$ cat config.mk
export PLATFORM = sky130hd
export DESIGN_NAME = mbus_front_end
export DESIGN_NICKNAME = d
export VERILOG_FILES = /design/src/rtl/mbus_fe_pkg.sv /design/src/rtl/mbus_addr_latch.sv /design/src/rtl/mbus_strobe_ctrl.sv /design/src/rtl/mbus_ram.sv /design/src/rtl/mbus_front_end.sv
export SDC_FILE = /design/constraint.sdc
export NUM_CORES = 2
export LEC_CHECK = 0
export ABC_AREA = 1
export ABC_CLOCK_PERIOD_IN_PS = 4280
export BUFFER_PORTS_ARGS = -buffer_cell sky130_fd_sc_hd__buf_2
export CAP_MARGIN = 30
export CORE_MARGIN = 1
export CORE_UTILIZATION = 45
export DETAILED_ROUTE_END_ITERATION = 8
export GPL_TIMING_DRIVEN = 0
export PLACE_DENSITY = 0.68
export SLEW_MARGIN = 20
export SYNTH_ARGS = -nofsm -noshare
export SYNTH_HDL_FRONTEND = slang
export SYNTH_SLANG_ARGS = --single-unit
$ cat constraint.sdc
create_clock -name clk_i -period 4.28 [get_ports clk_i]
set_clock_uncertainty 0.05 [all_clocks]
set_input_delay 0.428 -clock clk_i [delete_from_list [all_inputs] [get_ports clk_i]]
set_output_delay 0.428 -clock clk_i [all_outputs]
set_load 0.03 [all_outputs]
$ cat src/rtl/mbus_fe_pkg.sv
package mbus_fe_pkg;
  localparam int unsigned MBUS_W     = 8;
  localparam int unsigned MBUS_REGS  = 6;
  localparam int unsigned MBUS_IDX_W = 3;

  typedef struct packed {
    logic io;
    logic dis;
  } acc_space_t;
endpackage

$ cat src/rtl/mbus_addr_latch.sv
module mbus_addr_latch
  import mbus_fe_pkg::*;
#(
  parameter int unsigned ADDR_W = MBUS_W
) (
  input  logic              clk_i,
  input  logic              rst_ni,
  input  logic              ale_i,
  input  logic [ADDR_W-1:0] addr_i,
  input  logic              io_sel_i,
  input  logic              cs_ni,
  output logic [ADDR_W-1:0] addr_o,
  output acc_space_t        space_o
);
  logic ale_q;
  logic ale_fall;

  assign ale_fall = ale_q & ~ale_i;

  always_ff @(posedge clk_i or negedge rst_ni) begin
    if (!rst_ni) begin
      ale_q   <= 1'b0;
      addr_o  <= '0;
      space_o <= '{io: 1'b0, dis: 1'b1};
    end else begin
      ale_q <= ale_i;
      if (ale_fall) begin
        addr_o  <= addr_i;
        space_o <= '{io: io_sel_i, dis: cs_ni};
      end
    end
  end
endmodule

$ cat src/rtl/mbus_strobe_ctrl.sv
module mbus_strobe_ctrl
  import mbus_fe_pkg::*;
#(
  parameter int unsigned DATA_W = MBUS_W
) (
  input  logic              clk_i,
  input  logic              rst_ni,
  input  logic              rd_ni,
  input  logic              wr_ni,
  input  logic              dis_i,
  input  logic [DATA_W-1:0] data_i,
  output logic              rd_act_o,
  output logic              rd_start_o,
  output logic              wr_commit_o,
  output logic [DATA_W-1:0] wdata_o
);
  logic rd_q, wr_q, err_q;
  logic both_low;

  assign both_low    = ~rd_ni & ~wr_ni;
  assign rd_act_o    = ~rd_ni & wr_ni & ~dis_i;
  assign rd_start_o  = rd_act_o & ~rd_q;
  // rising write strobe, no overlap seen during or at the end of the access
  assign wr_commit_o = wr_q & wr_ni & rd_ni & ~err_q & ~dis_i;

  always_ff @(posedge clk_i or negedge rst_ni) begin
    if (!rst_ni) begin
      rd_q    <= 1'b0;
      wr_q    <= 1'b0;
      err_q   <= 1'b0;
      wdata_o <= '0;
    end else begin
      rd_q <= rd_act_o;
      wr_q <= ~wr_ni;
      if (both_low)          err_q <= 1'b1;
      else if (rd_ni && wr_ni) err_q <= 1'b0;
      if (!wr_ni) wdata_o <= data_i;
    end
  end
endmodule

$ cat src/rtl/mbus_ram.sv
module mbus_ram
  import mbus_fe_pkg::*;
#(
  parameter int unsigned ADDR_W = MBUS_W,
  parameter int unsigned DATA_W = MBUS_W
) (
  input  logic              clk_i,
  input  logic              we_i,
  input  logic [ADDR_W-1:0] waddr_i,
  input  logic [DATA_W-1:0] wdata_i,
  input  logic [ADDR_W-1:0] raddr_i,
  output logic [DATA_W-1:0] rdata_o
);
  localparam int unsigned DEPTH = 1 << ADDR_W;

  logic [DATA_W-1:0] mem_q [DEPTH];

  always_ff @(posedge clk_i) begin
    if (we_i) mem_q[waddr_i] <= wdata_i;
  end

  assign rdata_o = mem_q[raddr_i];
endmodule

$ cat src/rtl/mbus_front_end.sv
module mbus_front_end
  import mbus_fe_pkg::*;
#(
  parameter int unsigned BUS_W  = MBUS_W,
  parameter int unsigned NUM_IO = MBUS_REGS,
  parameter int unsigned IDX_W  = MBUS_IDX_W
) (
  input  logic                    clk_i,
  input  logic                    rst_ni,
  input  logic                    ale_i,
  input  logic                    cs_ni,
  input  logic                    io_sel_i,
  input  logic                    rd_ni,
  input  logic                    wr_ni,
  input  logic [BUS_W-1:0]        ad_i,
  output logic [BUS_W-1:0]        ad_o,
  output logic                    ad_oe_o,
  input  logic [NUM_IO*BUS_W-1:0] io_rdata_i,
  output logic [BUS_W-1:0]        cmd_o,
  output logic [IDX_W-1:0]        reg_sel_o,
  output logic                    wr_pulse_o,
  output logic                    rd_pulse_o,
  output logic                    status_rd_o,
  output logic [BUS_W-1:0]        wr_data_o
);
  localparam logic [IDX_W-1:0] CMD_IDX = '0;

  logic [BUS_W-1:0] addr_lat;
  acc_space_t       space_lat;
  logic             dis_lat;
  logic             rd_act, rd_start, wr_commit;
  logic [BUS_W-1:0] wdata;
  logic [BUS_W-1:0] ram_rdata;
  logic [BUS_W-1:0] io_word;
  logic [IDX_W-1:0] idx;
  logic             idx_ok;
  logic             ram_we, io_we, io_rd;

  mbus_addr_latch #(.ADDR_W(BUS_W)) u_lat (
    .clk_i    (clk_i),
    .rst_ni   (rst_ni),
    .ale_i    (ale_i),
    .addr_i   (ad_i),
    .io_sel_i (io_sel_i),
    .cs_ni    (cs_ni),
    .addr_o   (addr_lat),
    .space_o  (space_lat)
  );

  assign dis_lat = space_lat.dis;

  mbus_strobe_ctrl #(.DATA_W(BUS_W)) u_stb (
    .clk_i       (clk_i),
    .rst_ni      (rst_ni),
    .rd_ni       (rd_ni),
    .wr_ni       (wr_ni),
    .dis_i       (dis_lat),
    .data_i      (ad_i),
    .rd_act_o    (rd_act),
    .rd_start_o  (rd_start),
    .wr_commit_o (wr_commit),
    .wdata_o     (wdata)
  );

  assign idx    = addr_lat[IDX_W-1:0];
  assign idx_ok = 32'(idx) < NUM_IO;
  assign ram_we = wr_commit & ~space_lat.io;
  assign io_we  = wr_commit & space_lat.io & idx_ok;
  assign io_rd  = rd_start & space_lat.io & idx_ok;

  mbus_ram #(.ADDR_W(BUS_W), .DATA_W(BUS_W)) u_ram (
    .clk_i   (clk_i),
    .we_i    (ram_we),
    .waddr_i (addr_lat),
    .wdata_i (wdata),
    .raddr_i (addr_lat),
    .rdata_o (ram_rdata)
  );

  always_comb begin
    io_word = '0;
    for (int unsigned k = 0; k < NUM_IO; k++) begin
      if (idx == IDX_W'(k)) io_word = io_rdata_i[k*BUS_W +: BUS_W];
    end
  end

  assign ad_oe_o = rd_act;
  assign ad_o    = !rd_act ? '0 : (space_lat.io ? io_word : ram_rdata);

  always_ff @(posedge clk_i or negedge rst_ni) begin
    if (!rst_ni) begin
      cmd_o       <= '0;
      reg_sel_o   <= '0;
      wr_pulse_o  <= 1'b0;
      rd_pulse_o  <= 1'b0;
      status_rd_o <= 1'b0;
      wr_data_o   <= '0;
    end else begin
      wr_pulse_o  <= io_we;
      rd_pulse_o  <= io_rd;
      status_rd_o <= io_rd && idx == CMD_IDX;
      if (io_we || io_rd) reg_sel_o <= idx;
      if (io_we) wr_data_o <= wdata;
      if (io_we && idx == CMD_IDX) cmd_o <= wdata;
    end
  end
endmodule

==> results.md <==
- Final HPWL DP: 234 mm
- R2r startpoint: u_stb.err_q$_DFFE_PN0P_
- Die height: 440 um
- # fillers: 16,100
- CORE AREA: 190,000 um^2
- Worst EP arrival: 4940 ps
- Number of global-route vias before repair: 58,900
- Switching share of power: 0.294
- Post-synth EDFFs: 2,048
- I/O pins: 94
- Final WL: 331 mm
- RSZ-0062 raised after global routing: yes
- Vias: 64,600
- Final setup fails: 443
- Crit-path slowest cell: nor3_1
- Worst-path clk slew: 60 ps
- Clock share of power: 0.368
- Clock sink count: 2,092
- Crit path max fanout: 10
- Combinational power share: 0.163
- Worst path required time: 4720 ps
- Net count, final: 8,645
- CTS tree: yes
- Switch Pwr: 14,400 uW
- CP Capture Type: register
- Worst-Skew Late Latency: 890 ps
- WS Path Type: reg -> reg
- # DRC: 0
- Max Root-Sink Buffers: 3
- Worst slew margin: 0.195
- Distinct cells, synth: 29
- Vias per inst: 5.73
- DRT antenna net count: 0
- DR iter-0 viols: 11,600
- Outcome: finished, violations left
- Layout cell share with drive strength beyond 1: 0.124
- Synth warn: 0
- Buffers on Ports: 93
- Final min period: 4500 ps
- Most frequent cell after synthesis: nand2_1
- Min setup slack post-route: -220 ps
- Layout Utilization: 0.527
- CP startpoint: u_stb.err_q$_DFFE_PN0P_
- Commonest cells in the netlist: nand2_1 (4,526), edfxtp_1 (2,048), nor2_1 (601), buf_2 (256), nand3_1 (149)
- Max IR drop VDD: 0.512 mV
- Largest net degree at the start of global routing: 81
- Synth Register Bits: 2,092
- Post-synthesis sequential area ratio: 0.726
- Placement Setup Slack: -576 ps
- Initial Util: 0.454
- CP bufs+invs: 1
- Die area: 193,000 um^2
- Fmax: 222 MHz
- Power density over the cells: 488 nW/um^2
- TritonRoute pass-1 iters: 9
- Worst Setup Start Kind: register
- Synth area leaders: edfxtp_1 (71%), nand2_1 (20%), nor2_1 (2.6%), buf_2 (1.5%), dfrtp_1 (1.2%)
- First-pass GRT wire length: 448 mm
- Cell taking the most area after synthesis: edfxtp_1
- Area of the mapped netlist: 86,200 um^2
- Hold slack: -4.12 ps
- Crit path cell chain: nor3_1 > nand2_1 > nor2_1 > nand2_1 > clkbuf_1 > nor2_1
- Wirelength per Cell: 29.3 um
- Fin. Hold Viols: 8
- Dpl cells: 10,800
- Crit path max-delay family: simple AND/OR/NAND/NOR gates
- Initial antenna violation count: 19
- FP Rows: 160
- Worst slew pin tran: 1200 ps
- Routability cong.: 1.06
- Slew Viols, Final: 0
- Synth-to-layout area growth: 16.3%
- Max cap viols: 0
- Fin crit share: 1.05
- Leak pwr: 0.0397 uW
- Synth Flop Type: edfxtp_1
- GR Util All Layers: 0.337
- Largest stage delay, worst path: 960 ps
- Chip width: 440 um
- CTS buffer count: 210
- Worst hold-check path type: in -> async
- P_int: 34,600 uW
- Register share of total power: 0.469
- Syn_nets: 8,169
- Post-Syn Instances: 8,104
- Post-synthesis async set-or-reset flop share: 0.0210
- Setup Total Neg Slack: -38,380 ps
- GR Overflow Total: 0
- Root Buffer: clkbuf_16
- H-tree levels: 4
- Pwr Total: 49,000 uW
- Final non-filler cell total: 11,300
- Failing checks: negative hold slack, negative setup slack
- Area fraction of the dominant cell type after synthesis: 0.713
- Syn avg cell area: 10.6 um^2
## layout by cell type (no fill, tap or decap), types with 34 or more instances in the layout
master	synthesis	final
buf_4	6	193
o21ai_0	54	50
nand2_1	4526	4485
clkinv_2	0	41
o21ai_1	57	59
inv_1	35	34
dfrtp_1	43	34
clkbuf_2	0	47
a21oi_1	80	79
nand4_1	56	56
clkbuf_16	0	213
clkbuf_1	116	101
nor2_1	601	473
buf_6	5	65
buf_2	256	189
nand3_1	149	145
clkbuf_4	0	42
nor2_4	2	38
clkinv_1	3	58
nor2_2	2	94
edfxtp_1	2048	2048
## power by group through the flow
stage	Clock (uW)	Sequential [uW]	Combinational, uW
global route	18700	23000	8150
floorplan	0	23700	3150
CTS	18000	23000	7470
global placement	0	24200	6290
finish	18000	23000	8000
detailed placement	0	23400	7070
## routing by layer
metal,track usage,wire length [um]
met3,0.109,48700
met1,0.435,117000
met4,0.219,25400
met2,0.489,139000
met5,0.00273,200
## sequential cells by signal, indices dropped and copies added, names as in the netlist
name,flops
cmd_o,8
rd_pulse_o,1
reg_sel_o,3
status_rd_o,1
u_lat.addr_o,8
u_lat.ale_q,1
u_lat.space_o,2
u_ram.mem_q,2048
u_stb.err_q,1
u_stb.rd_q,1
u_stb.wdata_o,8
u_stb.wr_q,1
wr_data_o,8
wr_pulse_o,1
## layout make-up
class / instances / area, um^2 / area share
diodes: 14 / 35.0 / 0.000349
plain buffers: 420 / 2950 / 0.0294
clock buffers: 261 / 5530 / 0.0551
clock inverters: 129 / 1070 / 0.0107
inverters: 41 / 164 / 0.00163
multi-input cells: 5550 / 22200 / 0.221
flip-flops and latches: 2092 / 62600 / 0.624
well taps: 2511 / 3140 / 0.0313
repair buffers: 265 / 2570 / 0.0257
## path summary, 6_finish.rpt
path	endpoint	slack (ps)	cells past startpoint
max reg2reg	u_ram.mem_q[190][4]$_DFFE_PP_	-220	6
max	u_ram.mem_q[190][4]$_DFFE_PP_	-220	6
max in group asynchronous	u_stb.wdata_o[0]$_DFFE_PN0N_	3680	3
min in group clk_i	u_lat.ale_q$_DFF_PN0_	170	2
min	u_stb.wdata_o[6]$_DFFE_PN0N_	-4	2
min reg2reg	rd_pulse_o$_DFF_PN0_	370	1
## kinds of logic (layout without fill, tap and decap cells)
group / Yosys count / count (layout) / share of synthesized area
AND/OR/NAND/NOR: 5339 / 5339 / 0.236
flip-flops: 2092 / 2092 / 0.726
buffers and inverters: 462 / 1116 / 0.0245
AO/OA/AOI/OAI: 208 / 208 / 0.0127
adder cells (fa/ha/maj): 2 / 2 / 0.000290
multiplexers: 1 / 1 / 0.000131
other: 0 / 14 / 0
## per-stage QoR
stage / hold WS, ps / cell area, um^2
after global routing: 36.0 / 100000
after detailed placement: 354 / 91500
final: -4.12 / 100000
after floorplan: 82.4 / 86200
after CTS: 123 / 99500
after global placement: 356 / 89900
## timing repair
action	in CTS	in global routing
gates resized for setup	439	159
hold buffers	22	0
cloned	0	0
endpoints found under the setup margin	1055	158
endpoints found under the hold margin	64	0
pin swaps	16	15
buffers inserted	8	0
Note: power is estimated with default switching activity, not from simulation.
